### src/rtl/grp_sched_pkg.sv
package grp_sched_pkg;

  localparam int unsigned SLOTS_PER_RANK = 4;
  localparam int unsigned BG_W = 2;
  localparam int unsigned BA_W = 2;

  typedef enum logic [1:0] {
    OP_RD  = 2'd0,
    OP_WR  = 2'd1,
    OP_RMW = 2'd2,
    OP_RSV = 2'd3
  } op_e;

  // Slot inside the page/timer tables for a rank and bank in a given mode.
  function automatic int unsigned bank_slot(input logic x16, input logic [1:0] ba,
                                            input int unsigned rank);
    return (rank << 2) + 32'(x16 ? {1'b0, ba[1]} : ba);
  endfunction

  // Counter value loaded on a grant so that the next command sees zero
  // exactly t cycles after the granting cycle.
  function automatic int unsigned timer_load(input int unsigned t);
    return (t == 0) ? 0 : t - 1;
  endfunction

endpackage

### src/rtl/grp_fifo.sv
module grp_fifo #(
  parameter int unsigned DEPTH = 4,
  parameter int unsigned WIDTH = 8
) (
  input  logic             clk,
  input  logic             rst_n,
  input  logic             push,
  input  logic [WIDTH-1:0] wdata,
  input  logic             pop,
  output logic [WIDTH-1:0] rdata,
  output logic             empty,
  output logic             full
);
  localparam int unsigned PTR_W = (DEPTH > 1) ? $clog2(DEPTH) : 1;
  localparam int unsigned CNT_W = $clog2(DEPTH + 1);

  logic [WIDTH-1:0] mem [DEPTH];
  logic [PTR_W-1:0] wr_ptr, rd_ptr;
  logic [CNT_W-1:0] count;

  assign empty = (count == '0);
  assign full  = (count == CNT_W'(DEPTH));
  assign rdata = mem[rd_ptr];

  function automatic logic [PTR_W-1:0] ptr_next(input logic [PTR_W-1:0] p);
    return (p == PTR_W'(DEPTH - 1)) ? '0 : p + 1'b1;
  endfunction

  always_ff @(posedge clk or negedge rst_n) begin
    if (!rst_n) begin
      wr_ptr <= '0;
      rd_ptr <= '0;
      count  <= '0;
    end else begin
      if (push) wr_ptr <= ptr_next(wr_ptr);
      if (pop)  rd_ptr <= ptr_next(rd_ptr);
      count <= count + CNT_W'(push) - CNT_W'(pop);
    end
  end

  always_ff @(posedge clk) begin
    if (push) mem[wr_ptr] <= wdata;
  end

  a_r1_no_overflow: assert property (@(posedge clk) disable iff (!rst_n) push |-> !full);
  a_r1_no_underflow: assert property (@(posedge clk) disable iff (!rst_n) pop |-> !empty);

endmodule

### src/rtl/grp_bank_timers.sv
module grp_bank_timers #(
  parameter int unsigned SLOTS = 8,
  parameter int unsigned T_RP  = 3,
  parameter int unsigned T_RCD = 4,
  parameter int unsigned T_RAS = 9
) (
  input  logic             clk,
  input  logic             rst_n,
  input  logic [SLOTS-1:0] act_hit,
  input  logic [SLOTS-1:0] pre_hit,
  input  logic [SLOTS-1:0] cas_hit,
  output logic [SLOTS-1:0] rp_ok,
  output logic [SLOTS-1:0] rcd_ok,
  output logic [SLOTS-1:0] ras_ok
);
  import grp_sched_pkg::*;

  localparam int unsigned T_MAX = (T_RAS > T_RCD) ? ((T_RAS > T_RP) ? T_RAS : T_RP)
                                                  : ((T_RCD > T_RP) ? T_RCD : T_RP);
  localparam int unsigned CW = $clog2(T_MAX + 1);
  localparam logic [CW-1:0] LD_RP  = CW'(timer_load(T_RP));
  localparam logic [CW-1:0] LD_RCD = CW'(timer_load(T_RCD));
  localparam logic [CW-1:0] LD_RAS = CW'(timer_load(T_RAS));

  for (genvar s = 0; s < SLOTS; s++) begin : g_slot
    logic [CW-1:0] rp_cnt, rcd_cnt, ras_cnt;

    always_ff @(posedge clk or negedge rst_n) begin
      if (!rst_n) begin
        rp_cnt  <= '0;
        rcd_cnt <= '0;
        ras_cnt <= '0;
      end else begin
        if (pre_hit[s])         rp_cnt <= LD_RP;
        else if (rp_cnt != '0)  rp_cnt <= rp_cnt - 1'b1;
        if (act_hit[s])         rcd_cnt <= LD_RCD;
        else if (rcd_cnt != '0) rcd_cnt <= rcd_cnt - 1'b1;
        if (act_hit[s])         ras_cnt <= LD_RAS;
        else if (ras_cnt != '0) ras_cnt <= ras_cnt - 1'b1;
      end
    end

    assign rp_ok[s]  = (rp_cnt == '0);
    assign rcd_ok[s] = (rcd_cnt == '0);
    assign ras_ok[s] = (ras_cnt == '0);

    a_r5_act_after_rp: assert property (@(posedge clk) disable iff (!rst_n)
      act_hit[s] |-> rp_cnt == '0);
    a_r5_cas_after_rcd: assert property (@(posedge clk) disable iff (!rst_n)
      cas_hit[s] |-> rcd_cnt == '0);
    a_r5_pre_after_ras: assert property (@(posedge clk) disable iff (!rst_n)
      (pre_hit[s] && !act_hit[s]) |-> ras_cnt == '0);
  end

endmodule

### src/rtl/grp_page_table.sv
module grp_page_table #(
  parameter int unsigned SLOTS = 8,
  parameter int unsigned ROW_W = 14,
  parameter int unsigned DEPTH = 4
) (
  input  logic                        clk,
  input  logic                        rst_n,
  input  logic [SLOTS-1:0]            act_set,
  input  logic [ROW_W-1:0]            act_row,
  input  logic [SLOTS-1:0]            pre_cmd,
  input  logic [SLOTS-1:0]            ap_close,
  input  logic [SLOTS-1:0]            pend_inc,
  input  logic [SLOTS-1:0]            pend_dec,
  input  logic [SLOTS-1:0]            apc_inc,
  output logic [SLOTS-1:0]            open_q,
  output logic [SLOTS-1:0][ROW_W-1:0] row_q,
  output logic [SLOTS-1:0]            idle,
  output logic [SLOTS-1:0]            closing
);
  localparam int unsigned PW = $clog2(DEPTH + 1);

  for (genvar s = 0; s < SLOTS; s++) begin : g_slot
    logic [PW-1:0] pend, apc;

    always_ff @(posedge clk or negedge rst_n) begin
      if (!rst_n) begin
        open_q[s] <= 1'b0;
        row_q[s]  <= '0;
        pend      <= '0;
        apc       <= '0;
      end else begin
        if (act_set[s]) begin
          open_q[s] <= 1'b1;
          row_q[s]  <= act_row;
        end else if (pre_cmd[s] || ap_close[s]) begin
          open_q[s] <= 1'b0;
        end
        pend <= pend + PW'(pend_inc[s]) - PW'(pend_dec[s]);
        apc  <= apc + PW'(apc_inc[s]) - PW'(ap_close[s]);
      end
    end

    assign idle[s]    = (pend == '0);
    assign closing[s] = (apc != '0);

    a_r2_act_closed: assert property (@(posedge clk) disable iff (!rst_n)
      act_set[s] |-> !open_q[s]);
    a_r9_pre_idle: assert property (@(posedge clk) disable iff (!rst_n)
      pre_cmd[s] |-> pend == '0);
    a_r6_pend_bound: assert property (@(posedge clk) disable iff (!rst_n)
      pend_inc[s] |-> pend != PW'(DEPTH));
  end

endmodule

### src/rtl/grp_cas_ctl.sv
module grp_cas_ctl
  import grp_sched_pkg::*;
(
  input  logic clk,
  input  logic rst_n,
  input  logic head_valid,
  input  op_e  head_op,
  input  logic head_ap,
  input  logic rcd_ok,
  input  logic ras_ok,
  input  logic cas_grant,
  output logic cas_valid,
  output logic cas_write,
  output logic cas_ap,
  output logic cas_done
);
  logic rmw_wr_q;
  logic is_rmw, last_cas, granted;

  assign is_rmw    = (head_op == OP_RMW);
  assign last_cas  = !is_rmw || rmw_wr_q;
  assign cas_write = (head_op == OP_WR) || (is_rmw && rmw_wr_q);
  assign cas_ap    = head_ap && last_cas;
  assign cas_valid = head_valid && rcd_ok && (!cas_ap || ras_ok);
  assign granted   = cas_valid && cas_grant;
  assign cas_done  = granted && last_cas;

  always_ff @(posedge clk or negedge rst_n) begin
    if (!rst_n)                             rmw_wr_q <= 1'b0;
    else if (granted && is_rmw && !rmw_wr_q) rmw_wr_q <= 1'b1;
    else if (cas_done)                      rmw_wr_q <= 1'b0;
  end

  a_r11_cas_hold: assert property (@(posedge clk) disable iff (!rst_n)
    (cas_valid && !cas_grant) |=> cas_valid && $stable(cas_write) && $stable(cas_ap));
  a_r7_rmw_write_next: assert property (@(posedge clk) disable iff (!rst_n)
    (granted && is_rmw && !cas_write) |=> head_valid && cas_write);

endmodule

### src/rtl/grp_cmd_sched.sv
module grp_cmd_sched
  import grp_sched_pkg::*;
#(
  parameter int unsigned RANK_W = 1,
  parameter int unsigned ROW_W  = 14,
  parameter int unsigned COL_W  = 10,
  parameter int unsigned DEPTH  = 4,
  parameter int unsigned T_RP   = 3,
  parameter int unsigned T_RCD  = 4,
  parameter int unsigned T_RAS  = 9
) (
  input  logic              clk,
  input  logic              rst_n,
  input  logic              mode_x16,
  input  logic              req_valid,
  output logic              req_ready,
  input  logic [1:0]        req_op,
  input  logic              req_ap,
  input  logic [RANK_W-1:0] req_rank,
  input  logic [1:0]        req_bg,
  input  logic [1:0]        req_ba,
  input  logic [ROW_W-1:0]  req_row,
  input  logic [COL_W-1:0]  req_col,
  output logic              pa_valid,
  output logic              pa_is_act,
  output logic [RANK_W-1:0] pa_rank,
  output logic [1:0]        pa_bg,
  output logic [1:0]        pa_ba,
  output logic [ROW_W-1:0]  pa_row,
  input  logic              pa_grant,
  output logic              cas_valid,
  output logic              cas_write,
  output logic              cas_ap,
  output logic [RANK_W-1:0] cas_rank,
  output logic [1:0]        cas_bg,
  output logic [1:0]        cas_ba,
  output logic [COL_W-1:0]  cas_col,
  input  logic              cas_grant
);
  localparam int unsigned RANKS  = 1 << RANK_W;
  localparam int unsigned SLOTS  = RANKS * SLOTS_PER_RANK;
  localparam int unsigned SLOT_W = $clog2(SLOTS);

  typedef struct packed {
    op_e               op;
    logic              ap;
    logic [RANK_W-1:0] rank;
    logic [1:0]        bg;
    logic [1:0]        ba;
    logic [ROW_W-1:0]  row;
    logic [COL_W-1:0]  col;
  } txn_t;

  txn_t req_txn, h1, h2;
  logic s1_push, s1_pop, s1_empty, s1_full;
  logic s2_empty, s2_full;
  logic [SLOT_W-1:0] s1_slot, s2_slot;
  logic s1_hit, s1_xfer, pre_req, act_req, cas_done;

  logic [SLOTS-1:0] open_q, idle, closing, rp_ok, rcd_ok, ras_ok;
  logic [SLOTS-1:0][ROW_W-1:0] row_q;
  logic [SLOTS-1:0] act_vec, pre_vec, apc_vec, xfer_vec, xap_vec, done_vec, cas_vec;

  function automatic logic [SLOTS-1:0] slot_bit(input logic go, input logic [SLOT_W-1:0] s);
    return go ? (SLOTS'(1) << s) : '0;
  endfunction

  // Request intake into stage 1
  assign req_txn   = '{op: op_e'(req_op), ap: req_ap, rank: req_rank, bg: req_bg,
                       ba: req_ba, row: req_row, col: req_col};
  assign req_ready = !s1_full;
  assign s1_push   = req_valid && req_ready;

  grp_fifo #(.DEPTH(DEPTH), .WIDTH($bits(txn_t))) u_s1_fifo (
    .clk(clk), .rst_n(rst_n), .push(s1_push), .wdata(req_txn), .pop(s1_pop),
    .rdata(h1), .empty(s1_empty), .full(s1_full));

  // Stage 1: row management on the head transaction
  assign s1_slot = SLOT_W'(bank_slot(mode_x16, h1.ba, 32'(h1.rank)));
  assign s1_hit  = open_q[s1_slot] && (row_q[s1_slot] == h1.row);

  always_comb begin
    s1_xfer = 1'b0;
    pre_req = 1'b0;
    act_req = 1'b0;
    if (!s1_empty) begin
      if (s1_hit)               s1_xfer = !closing[s1_slot] && !s2_full;
      else if (open_q[s1_slot]) pre_req = ras_ok[s1_slot] && idle[s1_slot];
      else                      act_req = rp_ok[s1_slot] && !closing[s1_slot];
    end
  end

  assign s1_pop    = s1_xfer;
  assign pa_valid  = pre_req || act_req;
  assign pa_is_act = act_req;
  assign pa_rank   = h1.rank;
  assign pa_bg     = h1.bg;
  assign pa_ba     = h1.ba;
  assign pa_row    = h1.row;

  // Stage 2: column issue in order
  grp_fifo #(.DEPTH(DEPTH), .WIDTH($bits(txn_t))) u_s2_fifo (
    .clk(clk), .rst_n(rst_n), .push(s1_xfer), .wdata(h1), .pop(cas_done),
    .rdata(h2), .empty(s2_empty), .full(s2_full));

  assign s2_slot = SLOT_W'(bank_slot(mode_x16, h2.ba, 32'(h2.rank)));

  grp_cas_ctl u_cas (
    .clk(clk), .rst_n(rst_n), .head_valid(!s2_empty), .head_op(h2.op), .head_ap(h2.ap),
    .rcd_ok(rcd_ok[s2_slot]), .ras_ok(ras_ok[s2_slot]), .cas_grant(cas_grant),
    .cas_valid(cas_valid), .cas_write(cas_write), .cas_ap(cas_ap), .cas_done(cas_done));

  assign cas_rank = h2.rank;
  assign cas_bg   = h2.bg;
  assign cas_ba   = h2.ba;
  assign cas_col  = h2.col;

  // Granted events as per-slot vectors
  assign act_vec  = slot_bit(act_req && pa_grant, s1_slot);
  assign pre_vec  = slot_bit(pre_req && pa_grant, s1_slot);
  assign xfer_vec = slot_bit(s1_xfer, s1_slot);
  assign xap_vec  = slot_bit(s1_xfer && h1.ap, s1_slot);
  assign done_vec = slot_bit(cas_done, s2_slot);
  assign apc_vec  = slot_bit(cas_done && h2.ap, s2_slot);
  assign cas_vec  = slot_bit(cas_valid && cas_grant, s2_slot);

  grp_page_table #(.SLOTS(SLOTS), .ROW_W(ROW_W), .DEPTH(DEPTH)) u_pages (
    .clk(clk), .rst_n(rst_n), .act_set(act_vec), .act_row(h1.row), .pre_cmd(pre_vec),
    .ap_close(apc_vec), .pend_inc(xfer_vec), .pend_dec(done_vec), .apc_inc(xap_vec),
    .open_q(open_q), .row_q(row_q), .idle(idle), .closing(closing));

  grp_bank_timers #(.SLOTS(SLOTS), .T_RP(T_RP), .T_RCD(T_RCD), .T_RAS(T_RAS)) u_timers (
    .clk(clk), .rst_n(rst_n), .act_hit(act_vec), .pre_hit(pre_vec | apc_vec),
    .cas_hit(cas_vec), .rp_ok(rp_ok), .rcd_ok(rcd_ok), .ras_ok(ras_ok));

  a_r3_cas_page_open: assert property (@(posedge clk) disable iff (!rst_n)
    cas_valid |-> open_q[s2_slot] && (row_q[s2_slot] == h2.row));
  a_r11_pa_hold: assert property (@(posedge clk) disable iff (!rst_n)
    (pa_valid && !pa_grant) |=> pa_valid &&
      $stable({pa_is_act, pa_rank, pa_bg, pa_ba, pa_row}));

endmodule

### config.mk
export PLATFORM = sky130hd
export DESIGN_NAME = grp_cmd_sched
export DESIGN_NICKNAME = d
export VERILOG_FILES = /design/src/rtl/grp_sched_pkg.sv /design/src/rtl/grp_fifo.sv /design/src/rtl/grp_bank_timers.sv /design/src/rtl/grp_page_table.sv /design/src/rtl/grp_cas_ctl.sv /design/src/rtl/grp_cmd_sched.sv
export SDC_FILE = /design/constraint.sdc
export NUM_CORES = 1
export LEC_CHECK = 0
export BUFFER_PORTS_ARGS = -buffer_cell sky130_fd_sc_hd__buf_2
export CAP_MARGIN = 20
export CORE_UTILIZATION = 50
export CTS_CLUSTER_SIZE = 40
export DETAILED_ROUTE_END_ITERATION = 6
export HOLD_SLACK_MARGIN = 0.06
export PLACE_DENSITY = 0.64
export SYNTH_ARGS = -nofsm -noshare
export SYNTH_HDL_FRONTEND = slang
export SYNTH_HIERARCHICAL = 1
export SYNTH_SLANG_ARGS = --single-unit
### constraint.sdc
create_clock -name clk -period 8 [get_ports clk]
set_input_delay 0.8 -clock clk [delete_from_list [all_inputs] [get_ports clk]]
set_output_delay 0.8 -clock clk [all_outputs]
set_load 0.03 [all_outputs]
==> Word-level counts from Yosys, hierarchy flattened <==
Memories as Yosys holds them, arrays and structs flattened.
Index checks and enable logic that the tools add are counted.
{ "classes": {"addsub": 66, "multipliers": 0, "n_div": 0, "n_lt_le_gt_ge": 2, "eq_ne": 9, "shift": 2, "mux": 106, "bitwise_logic": 1, "n_reduce_logical": 135} }
{ "op_table": {"columns": ["operator", "n"], "rows": [
  ["2-to-1 mux 4 bit", 48],
  ["logical NOT 4 bit", 24],
  ["nonzero test 4 bit", 24],
  ["subtractor 4 x 1 -> 4 bit, second input constant", 24],
  ["nonzero test 2 bit", 33],
  ["adder 3 x 1 -> 3 bit", 18],
  ["subtractor 3 x 1 -> 3 bit", 18],
  ["2-to-1 mux 8 bit", 6],
  ["binary-select mux 14 bit (select 3 bit)", 1],
  ["2-to-1 mux 1 bit", 37],
  ["logical NOT 3 bit", 10],
  ["nonzero test 3 bit", 8],
  ["binary-select mux 1 bit (select 3 bit)", 7],
  ["logical AND 1 bit", 17],
  ["<< shifter 1 x 3 -> 8 bit, first input constant", 2],
  ["equality test 14 bit", 1],
  ["2-to-1 mux 14 bit", 1],
  ["logical OR 1 bit", 12],
  ["2-to-1 mux 2 bit", 6],
  ["equality test 2 bit, second input constant", 5],
  ["adder 2 x 1 -> 2 bit, second input constant", 4],
  ["< comparator 3 x 4 -> 1 bit, second input constant", 2],
  ["bitwise OR 8 bit", 1],
  ["logical NOT 1 bit", 7],
  ["3 further kinds", 5]
]} }
{ "totals": {"ff_bits": 279, "latchBits": 0, "ramBits": 256, "rom_bits": 0, "in_bits": 38, "output_inout_bits": 40, "mem_count": 2} }
{ "mem_list": {"columns": ["memory", "depth", "width", "read_ports", "rd_ports_with_merged_regs", "wr", "line_no", "text"], "rows": [
  ["u_s1_fifo.mem", 4, 32, 1, 0, 1, "grp_fifo.sv:17", "logic [WIDTH-1:0] mem [DEPTH];"],
  ["u_s2_fifo.mem", 4, 32, 1, 0, 1, "grp_fifo.sv:17", null]
]} }

==> Longest topological paths before layout <==
Gate-level depths: netlist of the first run.
An unclocked memory read counts as a cell.
{ "logic_depth": {"depth_word": 15, "ltp_mapped": 21, "mapped_depth_nobuf": 20} }

==> Hierarchy <==
Netlist of the first run, hierarchy kept.
{ "by_module_without_submodules": {"columns": ["mod", "n_inst", "cells_each", "area_per_inst_um2", "seq_area_each_um2"], "rows": [
  ["grp_fifo", 2, 204, 5077.4, 4018.9],
  ["grp_page_table", 1, 472, 7417.1, 4204.0],
  ["grp_bank_timers", 1, 538, 5427.7, 2402.3],
  ["grp_cmd_sched", 1, 340, 2098.3, 0.0],
  ["grp_cas_ctl", 1, 11, 98.8, 25.0]
]} }

==> Worst setup path after synthesis of the first run <==
No wires, ideal clock.
{ "synth_timing": {"path_type": "register -> register", "from": "reg u_s1_fifo.rd_ptr[0]", "to": "mem u_s2_fifo/mem[2][0] (netlist name), enable pin", "t_arrival_ns": 4.491, "slack_ns": 3.117, "path_stages_with_launch": 15, "path_cell_list": "dfrtp_1 -> buf_6 -> buf_12 -> mux4_2 -> or3b_1 -> and2_1 -> buf_6 -> o221a_1 -> or3_1 -> a2111oi_0 -> and4_1 -> nand3_2 -> buf_4 -> inv_1 -> and2_1"} }
{ "synth_via": {"elab_chain_cells": 11} }
{ "synth_rtl": {"columns": ["item", "line_no", "text"], "rows": [
  ["from (decl)", "grp_fifo.sv:18", "logic [PTR_W-1:0] wr_ptr, rd_ptr;"],
  ["from (signal assigned)", "grp_fifo.sv:36", "if (pop) rd_ptr <= ptr_next(rd_ptr);"],
  ["memory read (4 x 32 bit) (*)", null, null],
  ["via pa_ba[1]", "grp_cmd_sched.sv:28", "output logic [1:0] pa_ba,"],
  ["2-to-1 mux 2 bit (*)", "grp_sched_pkg.sv:17", "return (rank << 2) + 32'(x16 ? {1'b0, ba[1]} : ba);"],
  ["adder 3 x 2 -> 3 bit (*)", "grp_sched_pkg.sv:17", null],
  ["binary-select mux 14 bit (select 3 bit) or binary-select mux 1 bit (select 3 bit) (tied branches)", "grp_cmd_sched.sv:80, grp_cmd_sched.sv:87", null],
  ["2-to-1 mux 14 bit (implied by the code) or 2-to-1 mux 1 bit (tied branches)", "grp_cmd_sched.sv:80, grp_cmd_sched.sv:87", null],
  ["equality test 14 bit or logical NOT 1 bit (tied branches)", "grp_cmd_sched.sv:80, grp_cmd_sched.sv:87", null],
  ["logical AND 1 bit, on equally long branches", "grp_cmd_sched.sv:80, grp_cmd_sched.sv:87", null],
  ["2-to-1 mux 1 bit (*)", "grp_cmd_sched.sv:87", "if (s1_hit) s1_xfer = !closing[s1_slot] && !s2_full;"],
  ["2-to-1 mux 1 bit (*)", "grp_cmd_sched.sv:86", "if (!s1_empty) begin"],
  ["via s1_pop", "grp_cmd_sched.sv:55", "logic s1_push, s1_pop, s1_empty, s1_full;"],
  ["2-to-1 mux 1 bit (*)", "grp_fifo.sv:42", "if (push) mem[wr_ptr] <= wdata;"],
  ["2-to-1 mux 1 bit (implied by the code) (*)", "grp_fifo.sv:42", null],
  ["to (decl)", "grp_fifo.sv:17", null]
]} }
The timed path passes the listed nets; every way through them passes the cells marked *. The select of a mux whose other input is x is not followed.

==> Worst setup path after layout of the first run <==
{ "layout_timing": {"from": "reg u_s1_fifo.rd_ptr[1]", "to": "out pa_valid"} }
{ "layout_via": {"elab_chain_cells": 11} }
{ "layout_rtl": {"columns": ["item", "line_no", "text"], "rows": [
  ["memory read (4 x 32 bit) (*)", null, null],
  ["parallel branches: the longest is 9 deep, another holds adder 3 x 2 -> 3 bit", null, null],
  ["logical OR 1 bit (*)", "grp_cmd_sched.sv:94", "assign pa_valid = pre_req || act_req;"],
  ["to (decl)", "grp_cmd_sched.sv:24", "output logic pa_valid,"]
]} }
Every way passes the cells marked *. The select of a mux whose other input is x is not followed.

==> flow_summary_export.csv, run 1 <==
group,metric,value,unit
drt,drt_iter0_drc,936,
clock_tree,h-tree-depth,2,
power,vdd_ir_drop_max,0.277,mV
timing,rsz0062_at_grt,"false",
cells_and_area,final_cells,2412,
drt,wl_per_cell,19.2,um
power,clockPowerShare,28.0,%
power,p_comb_share,30.5,%
floorplanning,dieArea,0.0472,mm2
power,power,0.00902,W
drt,dr.pass1.iters,5,
drt,drt-total-wl,46300,um
timing,fmax,158,MHz
grt,grt_pass1_vias,13600,
timing,tightestPinTransition,1070,ps
worst_setup_path,cp.required,7200,ps
synthesis,ys_warn_count,6,
place,place_congestion,0.854,
grt,antenna_found_initial,0,
clock_tree,cts-root-buf,"clkbuf_16",
grt,overflow,0,
timing,setup_viol,0,
min_path,hp-class,"in -> async",
cells_and_area,diodes,0,
cells_and_area,final_common_cell,"dfrtp_1",
synthesis,syn_area,0.0232,mm2
grt,track_usage,20.3,%
power,p_per_area,350,mW/mm2
drt,via_per_inst,5.44,
worst_setup_path,crit_type,"reg -> out",
synthesis,avgSynthCellArea,13.7,um2
clock_tree,clock-sinks,479,
worst_setup_path,r2r_start,"u_s1_fifo/rd_ptr[1]",
place,place_inst,2314,
synthesis,synth_cells,1689,
clock_tree,clkSlewWorstSetupHoldPaths,60,ps
drt,drt.antenna.violating_nets,0,
worst_setup_path,arrival,5530,ps
grt,grt_start_max_net_pins,171,
worst_setup_path,r2r_cells,16,
power,intPower,0.00610,W
place,numPortBuffers,77,
drt,vias,13100,
timing,clock-skew-final,72.7,ps
place,post-place-ws,1990,ps
timing,period_minus_slack,6330,ps
clock_tree,holdBufCountCts,0,
grt,grt_pass1_wl,75200,um
clock_tree,post_cts_buffers,0,
worst_setup_path,worstReg2RegEnd,"u_s1_fifo/count[2]",
timing,relSlewSlack,28.6,%
cells_and_area,drive_gt1_share,22.5,%
cells_and_area,layout.nets,1918,
clock_tree,cts_tree,"built",
floorplanning,coreArea,0.0455,mm2
floorplanning,dieWidth,217,um
clock_tree,insertion_delay,640,ps
clock_tree,cts-buffers-inserted,52,
power,switching_share,32.3,%
worst_setup_path,critical_path.startpoint_type,"flop",
cells_and_area,n_fill_cell,3732,
place,dpl.hpwl,30700,um
clock_tree,ctsLongestPathBuffers,3,
run_status,status,"complete, no violations",
floorplanning,fp-row-count,78,
timing,hold_ws,247,ps
cells_and_area,synthToLayoutAreaGrowth,11.2,%
timing,final-hold-violation-count,0,
timing,timing.final.crit_share,79.1,%
timing,slew_viol_final,0,
timing,fin_tns_setup,0,ps
worst_setup_path,crit_path_max_fanout,34,
cells_and_area,final_cell_mix,"dfrtp_1 (278), edfxtp_1 (200), nor2_1 (143)",
power,p_seq_share,41.5,%
drt,drcViolationCount,0,
synthesis,syn-num-nets,1839,
power,p_leak,10.9,nW
clock_tree,cts_resized,0,
timing,layout_setup_ws,1670,ps
floorplanning,start_util,50.9,%
worst_setup_path,end_kind,"primary output",
worst_setup_path,reg2reg_setup_slack,2000,ps
floorplanning,fp.dieH,217,um
flow_run,cap_violations,0,
floorplanning,num_io_pins,78,
power,net-switching-power,0.00291,W
-- power by group through the flow --
stage | clock network (W) | logic, W | registers, W
floorplan | 0 | 0.00223 | 0.00365
global placement | 0 | 0.00267 | 0.00375
detailed placement | 0 | 0.00278 | 0.00377
CTS | 0.00259 | 0.00279 | 0.00374
global route | 0.00268 | 0.00307 | 0.00383
finish | 0.00253 | 0.00275 | 0.00374
-- registers in the layout (all words and copies together) (netlist names), 24 cells and up --
register,flops
u_s2_fifo/mem,72
u_timers/g_slot.rp_cnt,32
u_pages/row_q,112
u_pages/g_slot.apc,24
u_pages/g_slot.pend,24
u_s1_fifo/mem,128
u_timers/g_slot.rcd_cnt,32
u_timers/g_slot.ras_cnt,32
-- per-layer routing --
layer | share of wire (%) | track usage (%) | vias up
li1 | - | - | 6152
met2 | 48 | 32.3 | 241
met5 | 0 | 0 | -
met3 | 4.3 | 3.26 | 60
met1 | 46 | 28.9 | 6679
met4 | 2.0 | 6.17 | 0
-- final cells by class --
cell class | count | area [um2] | share of cell area [%]
clock inverters | 28 | 393 | 1.53
repair buffers | 99 | 573 | 2.23
inverters | 137 | 514 | 2.00
flip-flops and latches | 479 | 13000 | 50.5
well taps | 600 | 751 | 2.92
clock buffers | 70 | 1460 | 5.67
multi-input cells | 999 | 9060 | 35.2
-- critical path: stages (launching register included) --
cell,delay (ps)
dfrtp_1,330
buf_4,440
mux4_2,670
or3b_1,610
and2_1,460
o221a_1,340
or3_1,340
a2111oi_0,410
and4_1,270
and2_1,540
o31ai_1,240
buf_2,240
-- stage by stage --
step / instance area [um2] / utilization, %
after floorplan: 23200 / -
after global placement: 23900 / 52.5
after detailed placement: 23900 / 52.5
after CTS: 25700 / 56.6
after global routing: 25700 / 56.6
final: 25700 / 56.6
-- how the worst max path moves through the flow --
| stage | from | to | slack, ps | depth (start not counted) |
|---|---|---|---|---|
| after detailed placement | u_s1_fifo/rd_ptr[1] | u_s2_fifo/mem[2][27] | 1990 | 11 |
| after global placement | u_s1_fifo/rd_ptr[1] | u_s2_fifo/mem[0][27] | 2170 | 11 |
| after CTS | u_s1_fifo/rd_ptr[1] | pa_valid | 1640 | 11 |
| after floorplan | u_s1_fifo/rd_ptr[0] | u_s1_fifo/count[2] | 3230 | 19 |
| final | u_s1_fifo/rd_ptr[1] | pa_valid | 1670 | 11 |
| after global routing | u_s1_fifo/rd_ptr[1] | pa_valid | 1300 | 11 |
Note: power is estimated with default switching activity, not from simulation.
==> run 2: changes to the inputs <==
PLACE_DENSITY = 0.67   (was 0.64)
clock period = 5.15 ns   (was 8 ns; I/O delays follow)
==> run 2 against run 1 <==
  * Non-clock buffer count grew 26
  * Register-to-register slack worse by 1600 ps
  * First-iteration DRC count shrank 2.5%
  * Critical path type unchanged
  * Critical endpoint unchanged
  * Global-route usage down 0.14 points
  * Highest routed layer is now met5
  * Clock-buffer cell count is 9 lower
==> flow_summary_export.csv, run 2 (synthesis gave the netlist of run 1 again) <==
group,metric,value,unit
power,vdd_ir_drop_max,0.351,mV
floorplanning,fp.dieH,217,um
worst_setup_path,r2r_cells,15,
worst_setup_path,critical_path.startpoint_type,"flop",
cells_and_area,drive_gt1_share,23.5,%
power,p_per_area,539,mW/mm2
worst_setup_path,arrival,4430,ps
drt,via_per_inst,5.44,
clock_tree,cts-root-buf,"clkbuf_16",
worst_setup_path,end_kind,"primary output",
cells_and_area,synthToLayoutAreaGrowth,12.1,%
cells_and_area,seq_area,0.0130,mm2
place,place_congestion,0.811,
cells_and_area,largest_reg_flops,128,
power,clockPowerShare,27.8,%
floorplanning,dieArea,0.0472,mm2
power,p_comb_share,30.8,%
grt,grt_pass1_vias,13700,
floorplanning,num_io_pins,78,
timing,setup_viol,0,
worst_setup_path,cp.required,4640,ps
cells_and_area,layout.nets,1942,
clock_tree,clkSlewWorstSetupHoldPaths,60,ps
worst_setup_path,crit_type,"reg -> out",
timing,rsz0062_at_grt,"false",
timing,slew_viol_final,0,
clock_tree,insertion_delay,600,ps
power,p_seq_share,41.4,%
clock_tree,cts-buffers-inserted,50,
drt,drcViolationCount,0,
clock_tree,cts_tree,"built",
drt,drt.antenna.violating_nets,0,
flow_run,cap_violations,0,
timing,period_minus_slack,4950,ps
cells_and_area,n_fill_cell,3618,
cells_and_area,multi_input_area,0.00908,mm2
power,p_leak,11.1,nW
timing,clock-skew-final,17.2,ps
place,numPortBuffers,77,
cells_and_area,top_regs,"u_s1_fifo/mem x128, u_pages/row_q x112, u_s2_fifo/mem x72",
floorplanning,dieWidth,217,um
drt,wl_per_cell,19.1,um
clock_tree,clock-sinks,479,
min_path,hp-class,"in -> reg",
timing,final-hold-violation-count,0,
grt,antenna_found_initial,1,
floorplanning,fp-row-count,78,
clock_tree,h-tree-depth,2,
timing,relSlewSlack,40.1,%
drt,vias,13200,
grt,overflow,0,
power,net-switching-power,0.00448,W
grt,grt_start_max_net_pins,123,
clock_tree,ctsLongestPathBuffers,3,
place,dpl.hpwl,30500,um
run_status,status,"complete, no violations",
cells_and_area,utilization,57.1,%
cells_and_area,final_cell_mix,"dfrtp_1 (278), edfxtp_1 (200), nor2_1 (142)",
cells_and_area,final_common_cell,"dfrtp_1",
timing,timing.final.crit_share,96.1,%
cells_and_area,top_register,"u_s1_fifo/mem",
timing,fin_tns_setup,0,ps
drt,drt_iter0_drc,913,
worst_setup_path,crit_path_max_fanout,17,
min_path,hold_path_depth,1,
cells_and_area,diodes,0,
floorplanning,start_util,50.9,%
drt,dr.pass1.iters,4,
grt,grt_pass1_wl,74600,um
timing,layout_setup_ws,201,ps
timing,fmax,202,MHz
power,intPower,0.00952,W
grt,track_usage,20.2,%
timing,hold_ws,122,ps
drt,drt-total-wl,46500,um
place,post-place-ws,60.6,ps
power,power,0.0140,W
power,switching_share,32.0,%
timing,tightestPinTransition,899,ps
floorplanning,coreArea,0.0455,mm2
## run 2: changes by cell type in the layout (fill, tap and decap cells not counted), moves of 3 or more
cell,delta
buf_12,+5
clkbuf_1,-3
clkbuf_8,-4
buf_4,+20
clkinv_1,+3
bufinv_16,+3
## run 2: per-stage QoR
step	instance area, um2	instances
after floorplan	23200	1689
after global placement	24100	2339
after detailed placement	24100	2339
after CTS	25900	2432
after global routing	26000	2432
final	26000	2432
## run 2: power groups by stage
stage	Clock [W]	Sequential, W	Combinational [W]
floorplan	0	0.00566	0.00347
global route	0.00414	0.00593	0.00480
finish	0.00390	0.00580	0.00431
CTS	0.00399	0.00579	0.00434
detailed placement	0	0.00584	0.00432
global placement	0	0.00581	0.00416
## run 2: final cells by class
class | count | area share, %
Clock buffer | 61 | 5.17
Clock inverter | 31 | 1.73
Inverter | 137 | 1.98
Multi-Input combinational cell | 999 | 35.0
Sequential cell | 479 | 50.0
Tap cell | 600 | 2.89
Timing Repair Buffer | 125 | 3.21
## run 2: path summary, 6_finish.rpt
check | startpoint | end | slack [ps]
worst max-delay path | u_s1_fifo/rd_ptr[0] | pa_valid | 200
worst min-delay path | req_ba[1] | u_s1_fifo/mem[1][25] | 120
worst max register to register | u_s1_fifo/rd_ptr[0] | u_pages/g_slot[7].apc[2] | 420
worst min register to register | u_pages/g_slot[5].apc[2] | u_pages/g_slot[5].apc[2] | 470
max in group asynchronous | rst_n | u_pages/row_q[94] | 3300
min in group asynchronous | rst_n | u_timers/g_slot[0].rcd_cnt[0] | 530
## run 2: repair_timing
action	in CTS	in global routing
gates resized for setup	1	5
hold buffers	1	0
buffers inserted	0	0
setup endpoints to repair	1	20
endpoints found under the hold margin	104	0
## run 2: critical path, stage by stage, from the launching register on
cell       delay, ps
dfrtp_2          460
mux4_2           510
or3b_1           430
buf_4            210
nand2_1          180
a222oi_1         120
mux2_2           330
a2111oi_1        540
and4_1           340
and2_1           150
buf_4            220
o31ai_2          120
buf_2            220
## run 2: metal layers
layer | track usage (%) | vias to the layer above | share of wire (%) | wire length (um)
met5 | 0 | - | 0.034 | 16
met4 | 7.16 | 2 | 2.7 | 1260
met3 | 3.17 | 80 | 3.9 | 1830
met2 | 32.7 | 260 | 48 | 22300
met1 | 27.7 | 6689 | 45 | 21100
li1 | - | 6199 | - | -
==> run 3: changes to the inputs <==
CORE_ASPECT_RATIO = 1.4   (was not set)
==> run 3 against run 2 <==
  * Cell area down 1.1%
  * Critical endpoint unchanged
  * Hold slack better by 32 ps
  * Combinational power up 1%
  * Highest routed layer is now met4
  * Fmax up 3.8%
  * Wire length up 1.6%
  * Die area about the same
  * Global-route usage up 0.53 points
==> flow_summary_export.csv, run 3 (synthesis gave the netlist of run 1 again) <==
group,metric,value,unit
floorplanning,start_util,51.1,%
cells_and_area,final_common_cell,"dfrtp_1",
floorplanning,dieArea,0.0472,mm2
drt,drt.antenna.violating_nets,0,
floorplanning,fp-row-count,92,
cells_and_area,diodes,0,
clock_tree,insertion_delay,570,ps
floorplanning,num_io_pins,78,
drt,drcViolationCount,0,
flow_run,cap_violations,0,
clock_tree,cts_resized,0,
clock_tree,cts_tree,"built",
drt,drt-total-wl,47300,um
timing,relSlewSlack,40.7,%
cells_and_area,synthToLayoutAreaGrowth,10.9,%
drt,vias,13200,
power,p_per_area,528,mW/mm2
timing,final-hold-violation-count,0,
worst_setup_path,crit_type,"reg -> out",
worst_setup_path,cp.required,4640,ps
timing,timing.final.crit_share,92.6,%
place,numPortBuffers,77,
timing,fin_tns_setup,0,ps
drt,dr.pass1.iters,5,
min_path,hp-class,"in -> reg",
worst_setup_path,critical_path.startpoint_type,"flop",
grt,overflow,0,
timing,slew_viol_final,0,
drt,wl_per_cell,19.4,um
power,net-switching-power,0.00443,W
power,clockPowerShare,25.2,%
timing,rsz0062_at_grt,"false",
clock_tree,h-tree-depth,2,
power,intPower,0.00912,W
worst_setup_path,end_kind,"primary output",
drt,drt_iter0_drc,709,
timing,fmax,210,MHz
timing,tightestPinTransition,889,ps
grt,grt_pass1_wl,76500,um
grt,grt_pass1_vias,14300,
cells_and_area,top_register,"u_s1_fifo/mem",
run_status,status,"complete, no violations",
clock_tree,cts-buffers-inserted,46,
worst_setup_path,crit_slowest_cell,"mux4_2",
floorplanning,fp.dieH,257,um
worst_setup_path,arrival,4250,ps
worst_setup_path,crit_chain,"mux4_2 -> buf_4 -> nor2b_2 -> buf_4 -> a221o_1 -> o32ai_1 -> xnor2_1 -> o2111a_1 -> and4_1 -> and2_1 -> buf_4 -> o31ai_1 -> buf_2",
cells_and_area,drive_gt1_share,22.8,%
power,p_seq_share,42.7,%
cells_and_area,top_regs,"u_s1_fifo/mem x128, u_pages/row_q x112, u_s2_fifo/mem x72",
worst_setup_path,cp_common_cell,"buf_4",
grt,track_usage,20.7,%
grt,grt_start_max_net_pins,152,
cells_and_area,final_cells,2438,
timing,setup_viol,0,
drt,via_per_inst,5.43,
grt,antenna_found_initial,0,
clock_tree,ctsLongestPathBuffers,3,
cells_and_area,final_cell_mix,"dfrtp_1 (278), edfxtp_1 (200), nor2_1 (143)",
clock_tree,clock-sinks,479,
worst_setup_path,crit_path_max_fanout,28,
floorplanning,dieWidth,184,um
clock_tree,clkSlewWorstSetupHoldPaths,60,ps
place,place_inst,2355,
place,place_congestion,0.873,
clock_tree,cts-root-buf,"clkbuf_16",
cells_and_area,layout.nets,1943,
power,vdd_ir_drop_max,0.410,mV
timing,clock-skew-final,29.4,ps
place,dpl.hpwl,32200,um
power,p_leak,10.9,nW
worst_setup_path,max_stage_delay,540,ps
floorplanning,coreArea,0.0454,mm2
timing,period_minus_slack,4770,ps
cells_and_area,largest_reg_flops,128,
power,p_comb_share,32.1,%
power,switching_share,32.7,%
-- run 3: changes by cell type in the layout (fill, tap and decap cells not counted), moves of 4 or more --
cell | before | now
clkbuf_16 | 50 | 46
bufinv_16 | 10 | 6
clkbuf_8 | 5 | 1
buf_4 | 41 | 49
clkinv_2 | 11 | 5
-- run 3: layer usage --
layer | GRT usage [%] | wire length, um | part of all wire [%]
met3 | 2.76 | 1730 | 3.7
met2 | 36.8 | 24400 | 52
met1 | 25.7 | 19600 | 42
met4 | 7.41 | 1520 | 3.2
met5 | 0 | 0 | 0
-- run 3: timing repair --
| action | 4_1_cts | 5_1_grt |
|---|---|---|
| endpoints found under the hold margin | 74 | 0 |
| setup buffers | 0 | 0 |
| hold buffers | 1 | 0 |
-- run 3: path summary, 6_finish.rpt --
path                                     startpoint                             to  slack (ps)  depth (start not counted)
setup / recovery                u_s1_fifo/rd_ptr[0]                       pa_valid         380                         13
hold / removal                           req_col[5]            u_s1_fifo/mem[0][5]         150                          1
setup reg to reg                u_s2_fifo/rd_ptr[0]       u_pages/g_slot[7].apc[2]         480                         19
hold reg to reg            u_pages/g_slot[3].apc[2]       u_pages/g_slot[3].apc[2]         470                          1
max in group asynchronous                     rst_n       u_pages/g_slot[2].apc[1]        3290                          3
min in group asynchronous                     rst_n  u_timers/g_slot[0].rcd_cnt[2]         550                          2
-- run 3: through the flow --
step	setup WS (ps)	hold slack [ps]	cell area (um2)	utilization (%)	power, W
3_3_place_gp	523	454	24100	53.2	0.0100
4_1_cts	291	122	25700	56.6	0.0137
3_5_place_dp	491	462	24100	53.2	0.0102
5_1_grt	121	133	25700	56.6	0.0144
6_report	382	154	25700	56.6	0.0136
2_1_floorplan	385	219	23200	-	0.00913
-- run 3: worst max-delay path, delay by kind of cell (launching register included) --
| family | cells | cell delay (ps) |
|---|---|---|
| compound gates | 4 | 1020 |
| buf+inv | 4 | 950 |
| simple gates | 3 | 620 |
| mux | 1 | 540 |
| flops | 1 | 410 |
| xor+xnor | 1 | 130 |
-- run 3: cell type report --
type | instances | area, um2
Clock buffer | 55 | 1190
Clock inverter | 27 | 328
Fill cell | 3730 | 19700
Inverter | 137 | 514
Multi-Input combinational cell | 999 | 9060
Sequential cell | 479 | 13000
Tap cell | 611 | 764
Timing Repair Buffer | 130 | 833
-- run 3: power by group through the flow --
stage / clock network, W / logic, W / registers (W)
final: 0.00341 / 0.00436 / 0.00579
after global routing: 0.00363 / 0.00487 / 0.00592
after CTS: 0.00350 / 0.00441 / 0.00578
after detailed placement: 0 / 0.00440 / 0.00583
after global placement: 0 / 0.00421 / 0.00579
after floorplan: 0 / 0.00347 / 0.00566
